[config.mk]
export PLATFORM = sky130hd
export DESIGN_NAME = bidir_prio_enc
export DESIGN_NICKNAME = d
export VERILOG_FILES = /design/src/rtl/bidir_prio_pkg.sv /design/src/rtl/prio_or_tree.sv /design/src/rtl/prio_idx_merge.sv /design/src/rtl/prio_out_stage.sv /design/src/rtl/bidir_prio_enc.sv
export SDC_FILE = /design/constraint.sdc
export NUM_CORES = 1
export LEC_CHECK = 0
export BUFFER_PORTS_ARGS = -buffer_cell sky130_fd_sc_hd__buf_2
export CORE_MARGIN = 2
export CORE_UTILIZATION = 25
export DETAILED_ROUTE_END_ITERATION = 10
export GPL_TIMING_DRIVEN = 0
export SYNTH_ARGS = -nofsm -noshare
export SYNTH_HDL_FRONTEND = slang
export SYNTH_SLANG_ARGS = --single-unit
[constraint.sdc]
create_clock -name clk -period 1.58 [get_ports clk]
set_input_delay 0.316 -clock clk [delete_from_list [all_inputs] [get_ports clk]]
set_output_delay 0.316 -clock clk [all_outputs]
set_load 0.1 [all_outputs]
[src/rtl/bidir_prio_pkg.sv]
// Shared helpers for the dual-direction priority encoder.
// Assumes widths are powers of two; tree nodes are stored flat, level by level.
package bidir_prio_pkg;

    // True when n is a power of two and at least 2.
    function automatic bit is_pow2(input int n);
        return (n >= 2) && ((n & (n - 1)) == 0);
    endfunction

    // Flat offset of the first node of tree level lvl for a tree of w leaves.
    function automatic int lvl_off(input int w, input int lvl);
        return 2 * w - 2 * (w >> lvl);
    endfunction

endpackage

[src/rtl/prio_or_tree.sv]
// Balanced OR tree over the request vector.
// Level 0 holds the raw request bits; each higher node ORs an aligned pair below it.
// Output is flat: level l starts at lvl_off(WIDTH, l); the root is the last bit.
// Assumes WIDTH is a power of two and LVLS = log2(WIDTH).
module prio_or_tree
    import bidir_prio_pkg::*;
#(
    parameter int WIDTH = 32,
    parameter int LVLS  = $clog2(WIDTH),
    localparam int NODES = 2 * WIDTH - 1
) (
    input  logic [WIDTH-1:0] req,
    output logic [NODES-1:0] grp
);

    // Leaves: copy the request bits.
    assign grp[WIDTH-1:0] = req;

    // Internal nodes: OR of the two children one level down.
    for (genvar l = 1; l <= LVLS; l++) begin : g_lvl
        localparam int CNT  = WIDTH >> l;
        localparam int OFF  = lvl_off(WIDTH, l);
        localparam int COFF = lvl_off(WIDTH, l - 1);
        for (genvar n = 0; n < CNT; n++) begin : g_node
            assign grp[OFF + n] = grp[COFF + 2 * n] | grp[COFF + 2 * n + 1];
        end
    end

endmodule

[src/rtl/prio_idx_merge.sv]
// Two index-merge trees steered by the shared group ORs.
// At each node the upper-priority path takes the upper child whenever it holds a request.
// The lower-priority path takes the upper child only when the lower child is empty and the upper one is not.
// With no request anywhere, both paths settle on index 0.
// Assumes grp comes from prio_or_tree with the same WIDTH; the root bit is not needed here.
module prio_idx_merge
    import bidir_prio_pkg::*;
#(
    parameter int WIDTH = 32,
    parameter int LVLS  = $clog2(WIDTH),
    parameter int IDXW  = $clog2(WIDTH),
    localparam int NODES = 2 * WIDTH - 1
) (
    input  logic [NODES-2:0] grp,
    output logic [IDXW-1:0]  hi_root,
    output logic [IDXW-1:0]  lo_root
);

    logic [IDXW-1:0] hi_node [NODES];
    logic [IDXW-1:0] lo_node [NODES];

    // Leaves carry no index bits yet.
    for (genvar n = 0; n < WIDTH; n++) begin : g_leaf
        assign hi_node[n] = '0;
        assign lo_node[n] = '0;
    end

    // Each level adds one index bit, chosen by the children's group ORs.
    for (genvar l = 1; l <= LVLS; l++) begin : g_lvl
        localparam int CNT  = WIDTH >> l;
        localparam int OFF  = lvl_off(WIDTH, l);
        localparam int COFF = lvl_off(WIDTH, l - 1);
        localparam logic [IDXW-1:0] BIT = IDXW'(1) << (l - 1);
        for (genvar n = 0; n < CNT; n++) begin : g_node
            localparam int CL = COFF + 2 * n;
            localparam int CH = CL + 1;
            logic take_hi_up;
            logic take_lo_up;
            assign take_hi_up = grp[CH];
            assign take_lo_up = grp[CH] & ~grp[CL];
            assign hi_node[OFF + n] = take_hi_up ? (hi_node[CH] | BIT) : hi_node[CL];
            assign lo_node[OFF + n] = take_lo_up ? (lo_node[CH] | BIT) : lo_node[CL];
        end
    end

    assign hi_root = hi_node[NODES-1];
    assign lo_root = lo_node[NODES-1];

endmodule

[src/rtl/prio_out_stage.sv]
// Optional output register for the encoder results.
// REG_OUT=1: registered on the rising edge, cleared by synchronous active-low reset.
// REG_OUT=0: pass-through; clk and rst_n are then not used.
module prio_out_stage #(
    parameter int  DW      = 12,
    parameter bit  REG_OUT = 1'b1
) (
    input  logic          clk,
    input  logic          rst_n,
    input  logic [DW-1:0] d,
    output logic [DW-1:0] q
);

    if (REG_OUT) begin : g_reg
        logic [DW-1:0] q_r;
        // Capture the combinational results, or clear them on reset.
        always_ff @(posedge clk) begin
            if (!rst_n) q_r <= '0;
            else        q_r <= d;
        end
        assign q = q_r;
    end else begin : g_comb
        assign q = d;
    end

endmodule

[src/rtl/bidir_prio_enc.sv]
// Dual-direction priority encoder: reports the highest and lowest set request bits.
// One OR tree feeds two merge trees; an optional register stage follows.
// Assumes WIDTH is a power of two, at least 2. Synchronous active-low reset.
module bidir_prio_enc
    import bidir_prio_pkg::*;
#(
    parameter int WIDTH   = 32,
    parameter bit REG_OUT = 1'b1,
    localparam int IDXW   = $clog2(WIDTH),
    localparam int LVLS   = $clog2(WIDTH),
    localparam int NODES  = 2 * WIDTH - 1,
    localparam int DW     = 2 * IDXW + 2
) (
    input  logic             clk,
    input  logic             rst_n,
    input  logic [WIDTH-1:0] req,
    output logic [IDXW-1:0]  hi_idx,
    output logic             hi_vld,
    output logic [IDXW-1:0]  lo_idx,
    output logic             lo_vld
);

    logic [NODES-1:0] grp;
    logic [IDXW-1:0]  c_hi;
    logic [IDXW-1:0]  c_lo;
    logic             c_vld;
    logic [DW-1:0]    q;

    initial begin
        width_pow2_chk: assert (is_pow2(WIDTH));
    end

    prio_or_tree #(.WIDTH(WIDTH), .LVLS(LVLS)) u_tree (
        .req (req),
        .grp (grp)
    );

    prio_idx_merge #(.WIDTH(WIDTH), .LVLS(LVLS), .IDXW(IDXW)) u_merge (
        .grp     (grp[NODES-2:0]),
        .hi_root (c_hi),
        .lo_root (c_lo)
    );

    assign c_vld = grp[NODES-1];

    prio_out_stage #(.DW(DW), .REG_OUT(REG_OUT)) u_out (
        .clk   (clk),
        .rst_n (rst_n),
        .d     ({c_vld, c_hi, c_vld, c_lo}),
        .q     (q)
    );

    assign {hi_vld, hi_idx, lo_vld, lo_idx} = q;

    // Marks cycles after the first post-reset edge, for checks that look back.
    logic primed;
    always_ff @(posedge clk) begin
        if (!rst_n) primed <= 1'b0;
        else        primed <= 1'b1;
    end


    any_req_chk: assert property (@(posedge clk) disable iff (!rst_n)
        c_vld == (req != '0));

    hi_bit_set_chk: assert property (@(posedge clk) disable iff (!rst_n)
        c_vld |-> req[c_hi]);

    hi_none_above_chk: assert property (@(posedge clk) disable iff (!rst_n)
        c_vld |-> ((req >> c_hi) >> 1) == '0);

    lo_bit_set_chk: assert property (@(posedge clk) disable iff (!rst_n)
        c_vld |-> req[c_lo]);

    lo_none_below_chk: assert property (@(posedge clk) disable iff (!rst_n)
        c_vld |-> (req & ((WIDTH'(1) << c_lo) - WIDTH'(1))) == '0);

    idx_order_chk: assert property (@(posedge clk) disable iff (!rst_n)
        c_vld |-> c_hi >= c_lo);

    empty_zero_chk: assert property (@(posedge clk) disable iff (!rst_n)
        primed && !hi_vld |-> hi_idx == '0 && lo_idx == '0 && !lo_vld);

    if (REG_OUT) begin : g_lat_chk

        reg_latency_chk: assert property (@(posedge clk) disable iff (!rst_n)
            primed |-> hi_vld == ($past(req) != '0));
    end

endmodule

==> results.py, run 1 <==
metrics = {
    "synth": {
        "async_flop_share": 0,
        "yosys_warnings": 0,
        "gate_count_post_synth": 113,
        "synth_seq_area_share": 0.240,
        "ys_dominant_reg_cell": "sky130_fd_sc_hd__dfxtp_1",
        "syn_area_sq_um": 918,
        "synth_cell_types": 40,
        "synth-edff-count": 0,
        "synth.net_count": 147,
        "synth.ff_latch_count": 11,
        "synthesized_area_per_cell_sq_um": 8.13,
    },
    "global_routing": {
        "grt_first_pass_wirelength_microns": 4200,
        "grt_pass1_vias": 1008,
        "groute.usage.overall": 0.125,
        "number_of_antenna_violations_at_the_first_check_in_global_routing": 0,
        "gr-total-overflow": 0,
        "maximum_number_of_pins_on_one_net_before_global_route_repair": 11,
    },
    "layout": {
        "layout.area.seq_sq_um": 221,
        "area_growth_syn_to_layout_pct": 41.1,
        "final_net_count": 196,
        "antenna_cells": 0,
        "mostFrequentLayoutCell": "sky130_fd_sc_hd__buf_2",
        "final_layout_size_suffix_gt1_frac": 0.441,
        "largest_register_ffs": 11,
        "mostFrequentLayoutCells": "sky130_fd_sc_hd__buf_2 (44), sky130_fd_sc_hd__nor2_1 (16), sky130_fd_sc_hd__a21oi_1 (15)",
        "finish.cell_count_without_fillers": 209,
        "multi_input_comb_area_sq_um": 696,
        "layout.filler_cells": 392,
    },
    "clocking": {
        "clock_tree.htree_level_count": 1,
        "cts_setup_buffers": 0,
        "worst_setup_hold_path_clk_slew_ns": 0.05,
        "cts_hold_buf": 0,
        "tritoncts": "yes",
        "cts_repair_resize_count": 1,
        "cts_num_sinks": 11,
        "cts_inserted_buffers": 3,
        "root_buffer": "sky130_fd_sc_hd__clkbuf_8",
        "max_clock_buf_depth": 2,
    },
    "setup_path": {
        "critPathTopFamily": "simple AND/OR/NAND/NOR gates",
        "timing.critical_path.cells": "buf_2, or4_4, nor2b_4, nand2_2, o32ai_4, a2bb2oi_2",
        "worst_path_largest_cell_delay_ns": 0.57,
        "cp-startpoint": "req[6]",
        "timing.critical_path.required_ns": 1.75,
        "cp_num_buf_inv": 1,
        "worst_setup_path_start_kind": "input port",
        "cp.arrival_ns": 1.68,
        "worst-setup-path-type": "input port to register",
        "timing.critical_path.slowest_stage_cell": "sky130_fd_sc_hd__or4_4",
        "critical_path.endpoint_type": "register",
        "timing.critical_path.fanout_max": 4,
    },
    "floorplan": {
        "design.portCount": 46,
        "core_area_sq_mm": 0.00361,
        "die-area_sq_mm": 0.00417,
        "die_w_microns": 64.6,
        "row_count": 22,
        "fp.dieH_microns": 64.6,
        "initial_utilization": 0.255,
    },
    "min_path": {
        "holdCritStartpoint": "rst_n",
        "hold_class": "input port to register",
        "whs_path_depth": 2,
        "timing.hold.worst_endpoint": "u_out.q[5]",
    },
    "place": {
        "numPortBuffers": 44,
        "place.gp.congestion": 0.755,
        "place.detailed.hpwl_microns": 2090,
        "place_inst": 205,
    },
    "sta": {
        "slew_viol_final": 0,
        "grt_setup_unrepaired": "false",
        "worst_slew_margin_rel": 0.678,
        "totalNegativeSetupSlack_ns": 0,
        "setup_viol": 0,
        "max_slew.worst_pin.slew_ns": 0.476,
        "fmax_ghz": 0.663,
        "smallest_hold_slack_ns": 0.335,
        "finalCriticalPeriod_ns": 1.51,
        "final_min_period_over_clock_period": 0.955,
        "hold_viol_final": 0,
    },
    "detailed_routing": {
        "drt-vias-per-instance": 4.96,
        "route.final.wire_length_microns": 2500,
        "ant_nets": 0,
        "drt_first_iter_violations": 54,
        "detailed_routing_iteration_count_for_the_pre_antenna_repair_pass": 4,
        "routedWlPerCell_microns": 12.0,
        "drc_errors": 0,
        "detailroute.via_count": 1037,
    },
    "power_and_ir_drop": {
        "peak_supply_drop_uv": 249,
        "power.density_mw_per_mm2": 671,
        "power_leakage_nw": 0.572,
    },
    "flow_run": {
        "max-cap-violations": 0,
    },
    "outcome": {
        "outcome": "completed",
    },
}
-- layout make-up --
cell class / count / share of cell area
clock buffers: 3 / 0.0319
plain buffers: 2 / 0.0145
well taps: 48 / 0.0463
flip-flops and latches: 11 / 0.171
multi-input cells: 91 / 0.537
clock inverters: 1 / 0.00386
repair buffers: 44 / 0.170
inverters: 9 / 0.0261
-- where the power goes --
part,internal (mW),switching (mW)
Combinational,0.0934,0.208
Clock,0.173,0.102
Sequential,0.290,0.00308
Total,0.557,0.313
-- routing by layer --
layer | track usage | wire length, microns | vias up
met4 | 0.0160 | 0 | 0
met3 | 0.0243 | 199 | 0
met5 | 0 | 0 | -
li1 | - | - | 531
met2 | 0.229 | 1150 | 46
met1 | 0.155 | 1150 | 460
-- through the flow --
| stage | worst slack, ns | total power [mW] | area [sq um] | util |
|---|---|---|---|---|
| 2_1_floorplan | 0.0451 | 0.484 | 920 | - |
| 3_3_place_gp | -0.280 | 0.586 | 1200 | 0.333 |
| 3_5_place_dp | -0.262 | 0.589 | 1200 | 0.333 |
| 4_1_cts | 0.0103 | 0.872 | 1250 | 0.347 |
| 5_1_grt | 0.00154 | 0.922 | 1300 | 0.359 |
| 6_report | 0.0707 | 0.870 | 1300 | 0.359 |
-- cell families (layout without fill, tap and decap cells) --
group	Yosys count	after routing	synth area share
AOI/OAI and AO/OA	48	48	0.390
buffers and inverters	11	59	0.0572
DFF	11	11	0.240
and+or+nand+nor	43	43	0.313
-- worst max path at each step --
stage | end | slack (ns) | cells past startpoint
after floorplan | u_out.q[0] | 0.05 | 5
after global placement | u_out.q[1] | -0.28 | 6
after detailed placement | u_out.q[1] | -0.26 | 6
after CTS | u_out.q[1] | 0.01 | 6
after global routing | u_out.q[7] | 0.002 | 6
final | u_out.q[0] | 0.07 | 6
-- synthesized netlist by cell type (2+ instances only) --
cell type,number,share of area
sky130_fd_sc_hd__a21oi_1,15,0.082
sky130_fd_sc_hd__a221oi_1,2,0.019
sky130_fd_sc_hd__and2_1,2,0.014
sky130_fd_sc_hd__dfxtp_1,11,0.24
sky130_fd_sc_hd__inv_1,9,0.037
sky130_fd_sc_hd__nand2_1,4,0.016
sky130_fd_sc_hd__nand2_2,2,0.014
sky130_fd_sc_hd__nor2_1,16,0.065
sky130_fd_sc_hd__nor2b_4,2,0.030
sky130_fd_sc_hd__nor4_2,4,0.054
sky130_fd_sc_hd__o211a_1,2,0.022
sky130_fd_sc_hd__o21a_1,4,0.033
sky130_fd_sc_hd__o21ai_0,2,0.011
sky130_fd_sc_hd__o21bai_1,2,0.016
sky130_fd_sc_hd__o31a_1,3,0.029
sky130_fd_sc_hd__o31ai_1,6,0.049
sky130_fd_sc_hd__o41ai_1,2,0.019
sky130_fd_sc_hd__or4_4,3,0.037
Note: power is estimated with default switching activity, not from simulation.
==> run 2: changes to the inputs <==
Settings changed: SETUP_SLACK_MARGIN set to 0.15.
==> run 2 against run 1 <==
Via count is 1.7% higher. Global-route usage is 0.10 points higher. Combinational power is 6% higher. Critical path depth stayed put. Core utilization is 3.4 points higher. Largest cell class unchanged. Highest routed layer is now met4.
==> results.py, run 2 (same netlist as run 1, synthesis figures left out) <==
metrics = {
    "outcome": {
        "outcome": "completed",
    },
    "setup_path": {
        "timing.critical_path.cells": "buf_2, or4_4, nor2_4, nand2_2, a221oi_2, o21a_1",
        "worst_path_largest_cell_delay_ns": 0.56,
        "timing.critical_path.slowest_stage_cell": "sky130_fd_sc_hd__or4_4",
        "cp.arrival_ns": 1.69,
        "worst_setup_path_start_kind": "input port",
        "timing.critical_path.required_ns": 1.75,
        "worst-setup-path-type": "input port to register",
        "critPathTopFamily": "simple AND/OR/NAND/NOR gates",
        "critical_path.endpoint_type": "register",
        "cp_num_buf_inv": 1,
        "timing.critical_path.fanout_max": 5,
    },
    "power_and_ir_drop": {
        "power.density_mw_per_mm2": 620,
        "peak_supply_drop_uv": 241,
        "power_leakage_nw": 0.632,
    },
    "layout": {
        "mostFrequentLayoutCell": "sky130_fd_sc_hd__buf_2",
        "antenna_cells": 0,
        "area_growth_syn_to_layout_pct": 54.5,
        "final_util": 0.393,
        "largest_register_ffs": 11,
        "final_layout_size_suffix_gt1_frac": 0.485,
        "mostFrequentLayoutCells": "sky130_fd_sc_hd__buf_2 (40), sky130_fd_sc_hd__nor2_1 (16), sky130_fd_sc_hd__a21oi_1 (15)",
        "final_net_count": 206,
    },
    "place": {
        "place.detailed.hpwl_microns": 2110,
        "dpl_worst_slack_ns": -0.200,
        "numPortBuffers": 44,
        "place.gp.congestion": 0.800,
    },
    "detailed_routing": {
        "route.final.wire_length_microns": 2600,
        "drc_errors": 0,
        "drt-vias-per-instance": 4.82,
        "ant_nets": 0,
        "detailed_routing_iteration_count_for_the_pre_antenna_repair_pass": 4,
        "detailroute.via_count": 1055,
        "routedWlPerCell_microns": 11.9,
        "drt_first_iter_violations": 39,
    },
    "clocking": {
        "worst_setup_hold_path_clk_slew_ns": 0.05,
        "cts_hold_buf": 0,
        "root_buffer": "sky130_fd_sc_hd__clkbuf_8",
        "cts_inserted_buffers": 3,
        "clock_tree.htree_level_count": 1,
        "tritoncts": "yes",
        "max_clock_buf_depth": 2,
        "cts_num_sinks": 11,
    },
    "flow_run": {
        "max-cap-violations": 0,
    },
    "sta": {
        "hold_viol_final": 0,
        "setup_viol": 0,
        "totalNegativeSetupSlack_ns": 0,
        "grt_setup_unrepaired": "true",
        "worst_slew_margin_rel": 0.678,
        "max_slew.worst_pin.slew_ns": 0.486,
        "fmax_ghz": 0.659,
        "finalCriticalPeriod_ns": 1.52,
        "slew_viol_final": 0,
        "final_min_period_over_clock_period": 0.960,
        "setup_ws_ns": 0.0626,
        "smallest_hold_slack_ns": 0.352,
    },
    "floorplan": {
        "core_area_sq_mm": 0.00361,
        "die-area_sq_mm": 0.00417,
        "initial_utilization": 0.255,
        "row_count": 22,
        "design.portCount": 46,
        "fp.dieH_microns": 64.6,
        "die_w_microns": 64.6,
    },
    "global_routing": {
        "gr-total-overflow": 0,
        "groute.usage.overall": 0.126,
        "grt_pass1_vias": 974,
        "grt_first_pass_wirelength_microns": 4120,
        "maximum_number_of_pins_on_one_net_before_global_route_repair": 11,
        "number_of_antenna_violations_at_the_first_check_in_global_routing": 0,
    },
    "min_path": {
        "hold_class": "input port to register",
    },
}
## run 2: changes by cell type in the layout (fill, tap and decap cells not counted)
cell | before | now
sky130_fd_sc_hd__o221ai_1 | 1 | 0
sky130_fd_sc_hd__o221ai_2 | 0 | 1
sky130_fd_sc_hd__buf_2 | 44 | 40
sky130_fd_sc_hd__buf_4 | 1 | 11
sky130_fd_sc_hd__nand2_1 | 4 | 2
sky130_fd_sc_hd__clkinv_2 | 1 | 0
sky130_fd_sc_hd__nand2_2 | 2 | 4
sky130_fd_sc_hd__nor4_2 | 2 | 1
sky130_fd_sc_hd__clkbuf_1 | 0 | 1
sky130_fd_sc_hd__nor4_4 | 3 | 4
sky130_fd_sc_hd__buf_8 | 0 | 1
sky130_fd_sc_hd__buf_6 | 1 | 4
## run 2: worst paths after layout
| path | cells past startpoint | endpoint | startpoint | slack [ns] |
|---|---|---|---|---|
| setup / recovery | 6 | u_out.q[7] | req[9] | 0.06 |
| hold / removal | 2 | u_out.q[6] | rst_n | 0.35 |
## run 2: where the power goes
part	total, mW	leakage [nW]	internal [mW]	switching, mW
Combinational	0.320	0.518	0.107	0.213
Sequential	0.294	0.0912	0.291	0.00316
Clock	0.266	0.0228	0.176	0.0899
## run 2: final cells by class
class / count / area, sq um
Fill cell: 382 / 2190
Multi-Input combinational cell: 91 / 716
Timing Repair Buffer: 54 / 324
Sequential cell: 11 / 221
Tap cell: 48 / 60.1
Clock buffer: 4 / 45.0
Inverter: 9 / 33.8
Buffer: 2 / 18.8
## run 2: per-stage QoR
step | total power [mW] | std cells | cell area [sq um]
2_1_floorplan | 0.487 | 113 | 952
4_1_cts | 0.875 | 214 | 1350
3_5_place_dp | 0.597 | 205 | 1230
3_3_place_gp | 0.596 | 205 | 1230
6_report | 0.879 | 219 | 1420
5_1_grt | 0.929 | 219 | 1420
## run 2: repair_timing
item | CTS | global route
buffers inserted | 5 | 5
setup endpoints to repair | 4 | 7
pin swaps | 5 | 11
gates resized for setup | 4 | 9
## run 2: layer usage
layer,part of all wire,wire length [microns],GRT usage
met5,0,0,0
met4,0.0035,9,0.0239
met3,0.064,166,0.0330
met2,0.47,1210,0.224
met1,0.47,1210,0.154
